File: src/rtl/irq_agg_pkg.sv
package irq_agg_pkg;
  localparam int REG_AW  = 2;
  localparam int N_LINES = 2;

  typedef enum logic [REG_AW-1:0] {
    OFF_NONE    = 2'd0,
    OFF_STAT_L1 = 2'd1,
    OFF_STAT_L2 = 2'd2,
    OFF_TSET    = 2'd3
  } reg_off_e;
endpackage

File: src/rtl/irq_agg_testset.sv
module irq_agg_testset #(
  parameter int              W       = 8,
  parameter logic [W-1:0]    PRESENT = '1
) (
  input  logic         clk,
  input  logic         rst_n,
  input  logic         wr_hit,
  input  logic [W-1:0] wdata,
  output logic [W-1:0] tset_q
);
  logic [W-1:0] tset_d;
  logic         tset_en;

  always_comb begin
    tset_en = wr_hit;
    tset_d  = wdata & PRESENT;
  end

  always_ff @(posedge clk or negedge rst_n) begin
    if (!rst_n)       tset_q <= '0;
    else if (tset_en) tset_q <= tset_d;
  end
endmodule

File: src/rtl/irq_agg_line.sv
module irq_agg_line #(
  parameter int           W        = 8,
  parameter logic [W-1:0] PRESENT  = '1,
  parameter logic [W-1:0] ONE_LINE = '0
) (
  input  logic         clk,
  input  logic         rst_n,
  input  logic [W-1:0] req_own,
  input  logic [W-1:0] req_primary,
  input  logic [W-1:0] tset,
  output logic [W-1:0] stat_q,
  output logic         irq_n
);
  logic [W-1:0] req_eff;
  logic [W-1:0] stat_d;
  logic         stat_en;

  // one-line slots take the line-1 request; others take their own line
  always_comb begin
    req_eff = (req_own & ~ONE_LINE) | (req_primary & ONE_LINE);
    stat_d  = (req_eff | tset) & PRESENT;
    stat_en = (stat_d != stat_q);
  end

  always_ff @(posedge clk or negedge rst_n) begin
    if (!rst_n)       stat_q <= '0;
    else if (stat_en) stat_q <= stat_d;
  end

  assign irq_n = ~(|stat_q);
endmodule

File: src/rtl/irq_agg_rdmux.sv
module irq_agg_rdmux
  import irq_agg_pkg::*;
#(
  parameter int W = 8
) (
  input  logic [REG_AW-1:0] addr,
  input  logic [W-1:0]      stat_l1,
  input  logic [W-1:0]      stat_l2,
  input  logic [W-1:0]      tset,
  output logic [W-1:0]      rdata
);
  always_comb begin
    unique case (reg_off_e'(addr))
      OFF_STAT_L1: rdata = stat_l1;
      OFF_STAT_L2: rdata = stat_l2;
      OFF_TSET:    rdata = tset;
      default:     rdata = '0;
    endcase
  end
endmodule

File: src/rtl/irq_primary_agg.sv
module irq_primary_agg
  import irq_agg_pkg::*;
#(
  parameter int                 N_SLOTS        = 8,
  parameter logic [N_SLOTS-1:0] SLOT_PRESENT   = 8'h3F,
  parameter logic [N_SLOTS-1:0] ONE_LINE_SLOTS = 8'h00
) (
  input  logic               clk,
  input  logic               rst_n,
  input  logic [N_SLOTS-1:0] req_l1,
  input  logic [N_SLOTS-1:0] req_l2,
  input  logic [1:0]         reg_addr,
  input  logic               reg_wr_en,
  input  logic [N_SLOTS-1:0] reg_wdata,
  output logic [N_SLOTS-1:0] reg_rdata,
  output logic               int1_n,
  output logic               int2_n
);
  logic [N_LINES-1:0][N_SLOTS-1:0] req_line;
  logic [N_LINES-1:0][N_SLOTS-1:0] stat_line;
  logic [N_LINES-1:0]              irq_line_n;
  logic [N_SLOTS-1:0]              tset_q;
  logic                            tset_wr;

  assign req_line[0] = req_l1;
  assign req_line[1] = req_l2;
  assign tset_wr     = reg_wr_en && (reg_off_e'(reg_addr) == OFF_TSET);

  irq_agg_testset #(.W(N_SLOTS), .PRESENT(SLOT_PRESENT)) u_tset (
    .clk    (clk),
    .rst_n  (rst_n),
    .wr_hit (tset_wr),
    .wdata  (reg_wdata),
    .tset_q (tset_q)
  );

  for (genvar li = 0; li < N_LINES; li++) begin : g_line
    irq_agg_line #(
      .W        (N_SLOTS),
      .PRESENT  (SLOT_PRESENT),
      .ONE_LINE (ONE_LINE_SLOTS)
    ) u_line (
      .clk         (clk),
      .rst_n       (rst_n),
      .req_own     (req_line[li]),
      .req_primary (req_line[0]),
      .tset        (tset_q),
      .stat_q      (stat_line[li]),
      .irq_n       (irq_line_n[li])
    );
  end

  irq_agg_rdmux #(.W(N_SLOTS)) u_rdmux (
    .addr    (reg_addr),
    .stat_l1 (stat_line[0]),
    .stat_l2 (stat_line[1]),
    .tset    (tset_q),
    .rdata   (reg_rdata)
  );

  assign int1_n = irq_line_n[0];
  assign int2_n = irq_line_n[1];
endmodule

File: config.mk
export PLATFORM = sky130hd
export DESIGN_NAME = irq_primary_agg
export DESIGN_NICKNAME = d
export VERILOG_FILES = /design/src/rtl/irq_agg_pkg.sv /design/src/rtl/irq_agg_testset.sv /design/src/rtl/irq_agg_line.sv /design/src/rtl/irq_agg_rdmux.sv /design/src/rtl/irq_primary_agg.sv
export SDC_FILE = /design/constraint.sdc
export NUM_CORES = 1
export LEC_CHECK = 0
export CAP_MARGIN = 20
export CORE_ASPECT_RATIO = 1.5
export CORE_MARGIN = 3
export CORE_UTILIZATION = 39
export DETAILED_ROUTE_END_ITERATION = 10
export PLACE_DENSITY = 0.84
export RECOVER_POWER = 50
export SLEW_MARGIN = 20
export SYNTH_ARGS = -nofsm -noshare
export SYNTH_HDL_FRONTEND = slang
export SYNTH_SLANG_ARGS = --single-unit
File: constraint.sdc
create_clock -name clk -period 1.44 [get_ports clk]
set_clock_uncertainty 0.05 [all_clocks]
set_input_delay 0.288 -clock clk [delete_from_list [all_inputs] [get_ports clk]]
set_output_delay 0.288 -clock clk [all_outputs]
set_load 0.02 [all_outputs]
* Word level (Yosys, flattened, before mapping)
Cells that the tools add are included.
** Word-level totals
- Logic and storage cells :: 16
- Bits in registers :: 18
** Operators by class
- Reductions and logical operators :: 3
- Equality and inequality tests :: 5
- Bitwise gates (word level) :: 4
- Muxes and demuxes :: 1
** Operators with widths (count)
- case mux 6 bit (3 select lines) :: 1
- inequality test 6 bit :: 2
- bitwise OR 6 bit :: 2
- OR reduction 6 bit :: 2
- equality test 2 bit, second input constant :: 2
- equality test 2 x 1 -> 1 bit, second input constant :: 1
- NOT 1 bit :: 2
- logical AND 1 bit :: 1

* Logic depth before layout (Yosys ltp)
Gate-level depths: netlist (run 1).
- Depth after elaboration :: 2
- Mapped depth :: 3
- Depth with buffers taken out :: 2

* Modules after synthesis
A second synthesis (run 1) with hierarchy kept.
** Second synthesis, totals
- Cells, all modules :: 71
- Area, all modules :: 923.4 um^2
** Modules (own cells, without submodules)
- irq_agg_line :: cells each 17, area an instance 227.7 um^2, times used 2
- irq_agg_testset :: cells each 16, area an instance 270.3 um^2, times used 1
- irq_agg_rdmux :: cells each 20, area an instance 191.4 um^2, times used 1
- irq_primary_agg :: cells each 1, area an instance 6.3 um^2, times used 1

* Least setup slack after synthesis (run 1)
No wires, ideal clock.
- Kind :: register to output
- Start :: register g_line[0].u_line.stat_q[5]
- End :: output int1_n
- Arrival :: 1.170 ns
- Cell stages (with the launch flop) :: 3
- Slack :: -0.068 ns
- Cell sequence :: dfrtp_1 > or4_4 > nor3_2
** On the way
- Cells in the longest elaborated chain, start to end :: 2
** Ends and longest elaborated chain
- start: declaration :: RTL line irq_agg_line.sv:11 : output logic [W-1:0] stat_q,
- start signal: assignment :: RTL line irq_agg_line.sv:27 : else if (stat_en) stat_q <= stat_d;
- OR reduction 6 bit :: RTL line irq_agg_line.sv:30 : assign irq_n = ~(|stat_q);
- NOT 1 bit :: RTL line irq_agg_line.sv:30
- end: declaration :: RTL line irq_primary_agg.sv:16 : output logic int1_n,
No other way between the ends.

* Worst setup path in the final report (run 1)
- Start :: register g_line[1].u_line.stat_q[4]
- End :: output int2_n
** On the way
- Cells in the longest elaborated chain, start to end :: 2
** Ends and longest elaborated chain
- start: declaration :: RTL line irq_agg_line.sv:11
- start signal: assignment :: RTL line irq_agg_line.sv:27
- OR reduction 6 bit :: RTL line irq_agg_line.sv:30
- NOT 1 bit :: RTL line irq_agg_line.sv:30
- end: declaration :: RTL line irq_primary_agg.sv:17 : output logic int2_n
No other way between the ends.

==> flow_summary_export.csv, run 1 <==
group,metric,value,unit
run_status,status,"finished with violations",
run_status,violations,"setup timing",
grt,overflow,0,
power_and_ir_drop,p_sw,336,uW
clocking,hold_buffers,0,
synth,synth_ff_type,"dfrtp_1",
clocking,clkLatencyLatePin,0.29,ns
grt,grt_max_degree,19,
clocking,clock-sinks,18,
setup_path,critPathArrivalTime,1.50,ns
setup_path,endpoint,"int2_n",
synth,yosys_warnings,0,
timing,rsz0062_at_grt,"true",
setup_path,r2r_end,"g_line[0].u_line.stat_q[4]",
timing,setup_violations,8,
grt,antenna_found_initial,0,
detailed_routing,ant_nets,0,
detailed_routing,drc_errors,0,
timing,post-route-period-util,1.28,
floorplanning,die_area,2700,sq um
cells_and_area,utilization,0.702,
clocking,cts_root_buf,"clkbuf_4",
cells_and_area,multi_input_area,374,sq um
setup_path,critPathKind,"flop to output port",
setup_path,slowest_delay,0.56,ns
timing,min_period,1.84,ns
synth,seq_area_frac_synth,0.550,
detailed_routing,via_per_inst,4.91,
detailed_routing,via_count,634,
synth,synthesis.area,818,sq um
timing,slew_viol_final,0,
synth,synth_cells,59,
power_and_ir_drop,clkPwrFrac,0.219,
power_and_ir_drop,p_per_area,1020,nW/um^2
setup_path,required,1.10,ns
grt,grt_pass1_wl,3060,microns
setup_path,r2r-start,"u_tset.tset_q[4]",
detailed_routing,wl_per_cell,13.3,microns
cells_and_area,area_delta_synth_final,63.1,%
setup_path,cp-startpoint,"g_line[1].u_line.stat_q[4]",
cells_and_area,fin_cells,129,
synth,syn_avg_cell_area,13.9,sq um
setup_path,r2r_slack,0.33,ns
power_and_ir_drop,ir_worst_vdd,0.815,mV
setup_path,crit_path_end_kind,"output port",
synth,yosysMostFrequentCell,"dfrtp_1",
floorplanning,coreArea,1900,sq um
detailed_routing,drt_wl_total,1710,microns
timing,fmax,545,MHz
power_and_ir_drop,p_int,1.02,mW
clocking,numCtsBuffers,3,
timing,fin_ws,-0.396,ns
setup_path,crit_path_max_fanout,2,
timing,timing.hold.ws,0.512,ns
clocking,htree_levels,1,
timing,finalHoldViolations,0,
power_and_ir_drop,leakagePower,0.606,nW
cells_and_area,drive_gt1_frac,0.537,
timing,relSlewSlack,0.399,
setup_path,start_kind,"flop",
floorplanning,num_rows,19,
timing,tightest_slew,0.902,ns
setup_path,crit_path_top_delay_cell,"or4_4",
place,numPortBuffers,30,
floorplanning,die_x,43.4,microns
synth,yosys.area.top_type,"dfrtp_1",
detailed_routing,dr.pass1.iters,4,
cells_and_area,num_antenna_cells,0,
power_and_ir_drop,pwr-share-comb,0.321,
cells_and_area,fillers,148,
synth,synth_edf_count,0,
clocking,clockBufferDepth,2,
synth,netlist_top_cells_count,"dfrtp_1, or2_2, mux2_2",
synth,ys_ff_latch,18,
grt,grt.total_usage,0.151,
floorplanning,die_h,62.1,microns
place,hpwl,1400,microns
power_and_ir_drop,swShare,0.247,
setup_path,worstPathCellList,"or4_4, nor3_4, buf_6",
synth,yosysTopAreaCellShare,0.550,
synth,synth_area_leaders,"dfrtp_1, mux2_2, or2_2, a22o_1, buf_4",
detailed_routing,drtIter0Drc,4,
setup_path,reg2reg_depth,3,
hold_path,hold_path_class,"input pin to asynchronous set/reset pin",
clocking,cts_tree,"done",
grt,grt_pass1_vias,728,
cells_and_area,seq_area,450,sq um
place,place.gp.congestion,0.658,
clocking,cts.reportedPaths.clkPinSlew,0.09,ns
run,timing.max_cap.violations,0,
cells_and_area,layout.nets,138,
synth,synthDistinctLibCells,14,
synth,synthArstFlopShare,1.00,
floorplanning,start_util,0.430,
floorplanning,num_io_pins,39,
place,dp_cells,120,
power_and_ir_drop,seqPwrFrac,0.460,
critical path, delay by kind of cell (launching register included):
kind                   cells  cell delay, ns
buffers and inverters      1            0.14
AND/OR/NAND/NOR            2            0.69
flip-flops                 1            0.39
timing repair:
item                                    in CTS  in global routing
pin swaps                                    4                  1
endpoints found under the setup margin       8                  8
resized for setup                           59                  0
buffers inserted                             2                  3
state kept, by name, indices dropped and copies added, names as in the netlist:
signal	count
u_tset.tset_q	6
g_line.u_line.stat_q	12
cell type report:
type	instances	area share
timing repair buffer	48	0.336
clock buffer	4	0.0272
tap	21	0.0197
multi-input combinational	38	0.280
sequential	18	0.337
kinds of logic (layout without fill, tap and decap cells):
group	Yosys count	count (layout)	synth area share
muxes	12	12	0.170
and+or+nand+nor	18	18	0.170
AOI/OAI and AO/OA	6	6	0.0642
other	1	2	0.00458
buffers and inverters	4	52	0.0413
DFF	18	18	0.550
stage by stage:
| step | TNS (ns) | power, mW | cell area [sq um] | setup slack [ns] |
|---|---|---|---|---|
| final | -2.03 | 1.36 | 1340 | -0.396 |
| after global placement | -7.31 | 0.999 | 1230 | -0.851 |
| after CTS | -2.04 | 1.36 | 1320 | -0.418 |
| after floorplan | -0.0180 | 0.805 | 838 | -0.0106 |
| after detailed placement | -7.41 | 1.01 | 1230 | -0.864 |
| after global routing | -2.50 | 1.44 | 1340 | -0.460 |
metal layers:
layer,vias to the layer above,wire [microns],global-route usage
li1,301,-,-
met1,303,600,0.160
met2,24,970,0.259
met3,6,88,0.0289
met4,0,51,0.0943
met5,-,0,0
worst min path at each step:
| stage | cells after the start | from | end |
|---|---|---|---|
| 2_1_floorplan | 0 | rst_n | g_line[0].u_line.stat_q[0] |
| 3_3_place_gp | 2 | u_tset.tset_q[3] | g_line[0].u_line.stat_q[3] |
| 3_5_place_dp | 2 | u_tset.tset_q[3] | g_line[1].u_line.stat_q[3] |
| 4_1_cts | 2 | rst_n | u_tset.tset_q[1] |
| 5_1_grt | 2 | req_l1[3] | g_line[0].u_line.stat_q[3] |
| 6_report | 2 | rst_n | u_tset.tset_q[1] |
layout by cell type, fill, tap and decap left out, drive strengths merged:
cell and n:
nor3 2, or4 2, buf 25, clkdlybuf4s50 20, conb 2, dlygate4sd2 1, or2 12, clkbuf 5
mux2 12, nand3 1, clkdlybuf4s15 1, dfrtp 18, and2b 1, a22o 6
power by group through the flow:
stage	clock network, mW	logic (mW)	registers (mW)
after floorplan	0	0.178	0.627
after global placement	0	0.370	0.629
after detailed placement	0	0.381	0.632
after CTS	0.314	0.424	0.624
after global routing	0.335	0.471	0.632
final	0.297	0.435	0.623
(Power assumes the default switching activity.)
==> run 2: changes to the inputs <==
--- a/config.mk
+++ b/config.mk
@@ -12,6 +12,7 @@
 export DETAILED_ROUTE_END_ITERATION = 10
 export PLACE_DENSITY = 0.84
 export RECOVER_POWER = 50
+export SETUP_SLACK_MARGIN = 0.5
 export SLEW_MARGIN = 20
 export SYNTH_ARGS = -nofsm -noshare
 export SYNTH_HDL_FRONTEND = slang
==> run 2 against run 1 <==
Compared with the run above:
- the run still ends with setup timing left
- largest cell class is now buffers
- count of clock-buffer cells in the layout unchanged
- maximum frequency about the same
- utilization rose by 7.4 points
- critical path type unchanged
- first-iteration DRC count is 50% higher
- via count is 1.6% lower
- highest routed layer unchanged
- wire length increased by 11%
==> flow_summary_export.csv, run 2 (synthesis gave the netlist of run 1 again) <==
group,metric,value,unit
timing,setup_violations,8,
grt,antenna_found_initial,0,
timing,rsz0062_at_grt,"true",
power_and_ir_drop,leakagePower,0.684,nW
power_and_ir_drop,p_per_area,1010,nW/um^2
power_and_ir_drop,ir_worst_vdd,0.821,mV
run,timing.max_cap.violations,0,
setup_path,critPathKind,"flop to output port",
cells_and_area,area_delta_synth_final,80.3,%
setup_path,slowest_delay,0.55,ns
setup_path,crit_path_end_kind,"output port",
floorplanning,die_x,43.4,microns
timing,fin_ws,-0.395,ns
floorplanning,start_util,0.430,
hold_path,hold_path_class,"input pin to asynchronous set/reset pin",
setup_path,start_kind,"flop",
clocking,clkLatencyLatePin,0.29,ns
clocking,cts_tree,"done",
timing,setup_tns,-2.13,ns
run_status,status,"finished with violations",
timing,fmax,545,MHz
floorplanning,die_h,62.1,microns
grt,grt_pass1_vias,714,
clocking,clock-sinks,18,
grt,grt.total_usage,0.167,
setup_path,crit_path_max_fanout,2,
cells_and_area,mostFrequentLayoutCells,"buf_6, dfrtp_1, clkdlybuf4s50_1, mux2_4, or2_4",
timing,timing.hold.ws,0.400,ns
floorplanning,num_rows,19,
setup_path,critPathArrivalTime,1.50,ns
clocking,hold_buffers,0,
cells_and_area,layout.cells.most_common,"buf_6",
clocking,numCtsBuffers,3,
cells_and_area,largest_registers,"g_line.u_line.stat_q x12, u_tset.tset_q x6",
cells_and_area,top_register,"g_line.u_line.stat_q",
clocking,cts_root_buf,"clkbuf_4",
grt,grt_pass1_wl,3340,microns
setup_path,required,1.10,ns
cells_and_area,layout.nets,139,
timing,post-route-period-util,1.27,
grt,overflow,0,
floorplanning,num_io_pins,39,
detailed_routing,dr.pass1.iters,2,
detailed_routing,ant_nets,0,
place,place.gp.congestion,0.720,
clocking,cts.reportedPaths.clkPinSlew,0.09,ns
timing,slew_viol_final,0,
cells_and_area,num_antenna_cells,0,
detailed_routing,drc_errors,0,
detailed_routing,via_per_inst,4.80,
cells_and_area,largest_reg_flops,12,
place,numPortBuffers,30,
place,hpwl,1530,microns
detailed_routing,drt_wl_total,1900,microns
detailed_routing,drtIter0Drc,6,
floorplanning,coreArea,1900,sq um
setup_path,reg2reg_depth,3,
setup_path,worstPathCellList,"or4_4, nor3_4, buf_6",
cells_and_area,utilization,0.776,
timing,finalHoldViolations,0,
timing,min_period,1.84,ns
detailed_routing,via_count,624,
setup_path,crit_path_top_delay_cell,"or4_4",
cells_and_area,drive_gt1_frac,0.624,
grt,grt_max_degree,19,
clocking,clockBufferDepth,2,
clocking,htree_levels,1,
run_status,violations,"setup timing",
detailed_routing,wl_per_cell,14.6,microns
floorplanning,die_area,2700,sq um
[run 2: cell types whose count changed in the layout (fill, tap and decap cells not counted), sizes merged]
cell	change
clkdlybuf4s15	-1
clkdlybuf4s50	-2
dlygate4sd3	+1
buf	+3
[run 2: critical path, delay by kind of cell (launching register included)]
kind / cells / cell delay [ns]
AND/OR/NAND/NOR: 2 / 0.68
flip-flops: 1 / 0.39
buffers and inverters: 1 / 0.14
[run 2: layout make-up]
cell class / instances / area (sq um)
repair buffers: 49 / 490
multi-input cells: 38 / 472
flip-flops and latches: 18 / 450
fillers: 123 / 427
clock buffers: 4 / 36.3
well taps: 21 / 26.3
[run 2: what timing repair did]
item / in CTS / in global routing
hold endpoints to repair: 0 / 0
pin swaps: 6 / 2
cloned: 0 / 0
setup buffers: 2 / 1
endpoints found under the setup margin: 26 / 20
gates resized for setup: 83 / 1
[run 2: path summary, 6_finish.rpt]
path | from | endpoint | slack, ns
setup / recovery | g_line[1].u_line.stat_q[1] | int2_n | -0.40
hold / removal | rst_n | u_tset.tset_q[5] | 0.40
setup reg to reg | u_tset.tset_q[5] | u_tset.tset_q[5] | 0.40
hold reg to reg | u_tset.tset_q[3] | g_line[0].u_line.stat_q[3] | 0.55
max in group asynchronous | rst_n | u_tset.tset_q[3] | 0.64
min in group clk | reg_addr[1] | u_tset.tset_q[2] | 0.52
[run 2: power by group]
| group | switching (mW) | internal, mW |
|---|---|---|
| sequential | 0.0550 | 0.577 |
| combinational | 0.177 | 0.386 |
| clock | 0.147 | 0.154 |
[run 2: metal layers]
layer  vias to the layer above  wire length [microns]  GRT usage
met4                         0                     39     0.0604
met1                       294                    663      0.190
met3                         5                     87     0.0347
met5                         -                      0          0
li1                        304                      -          -
met2                        21                   1110      0.294
[run 2: through the flow]
stage	setup WS [ns]	instances	area (sq um)	total power [mW]
after floorplan	-0.0106	60	942	0.881
after global placement	-0.891	123	1330	1.09
after detailed placement	-0.903	123	1330	1.11
after CTS	-0.409	129	1470	1.50
after global routing	-0.472	130	1480	1.58
final	-0.395	130	1480	1.50
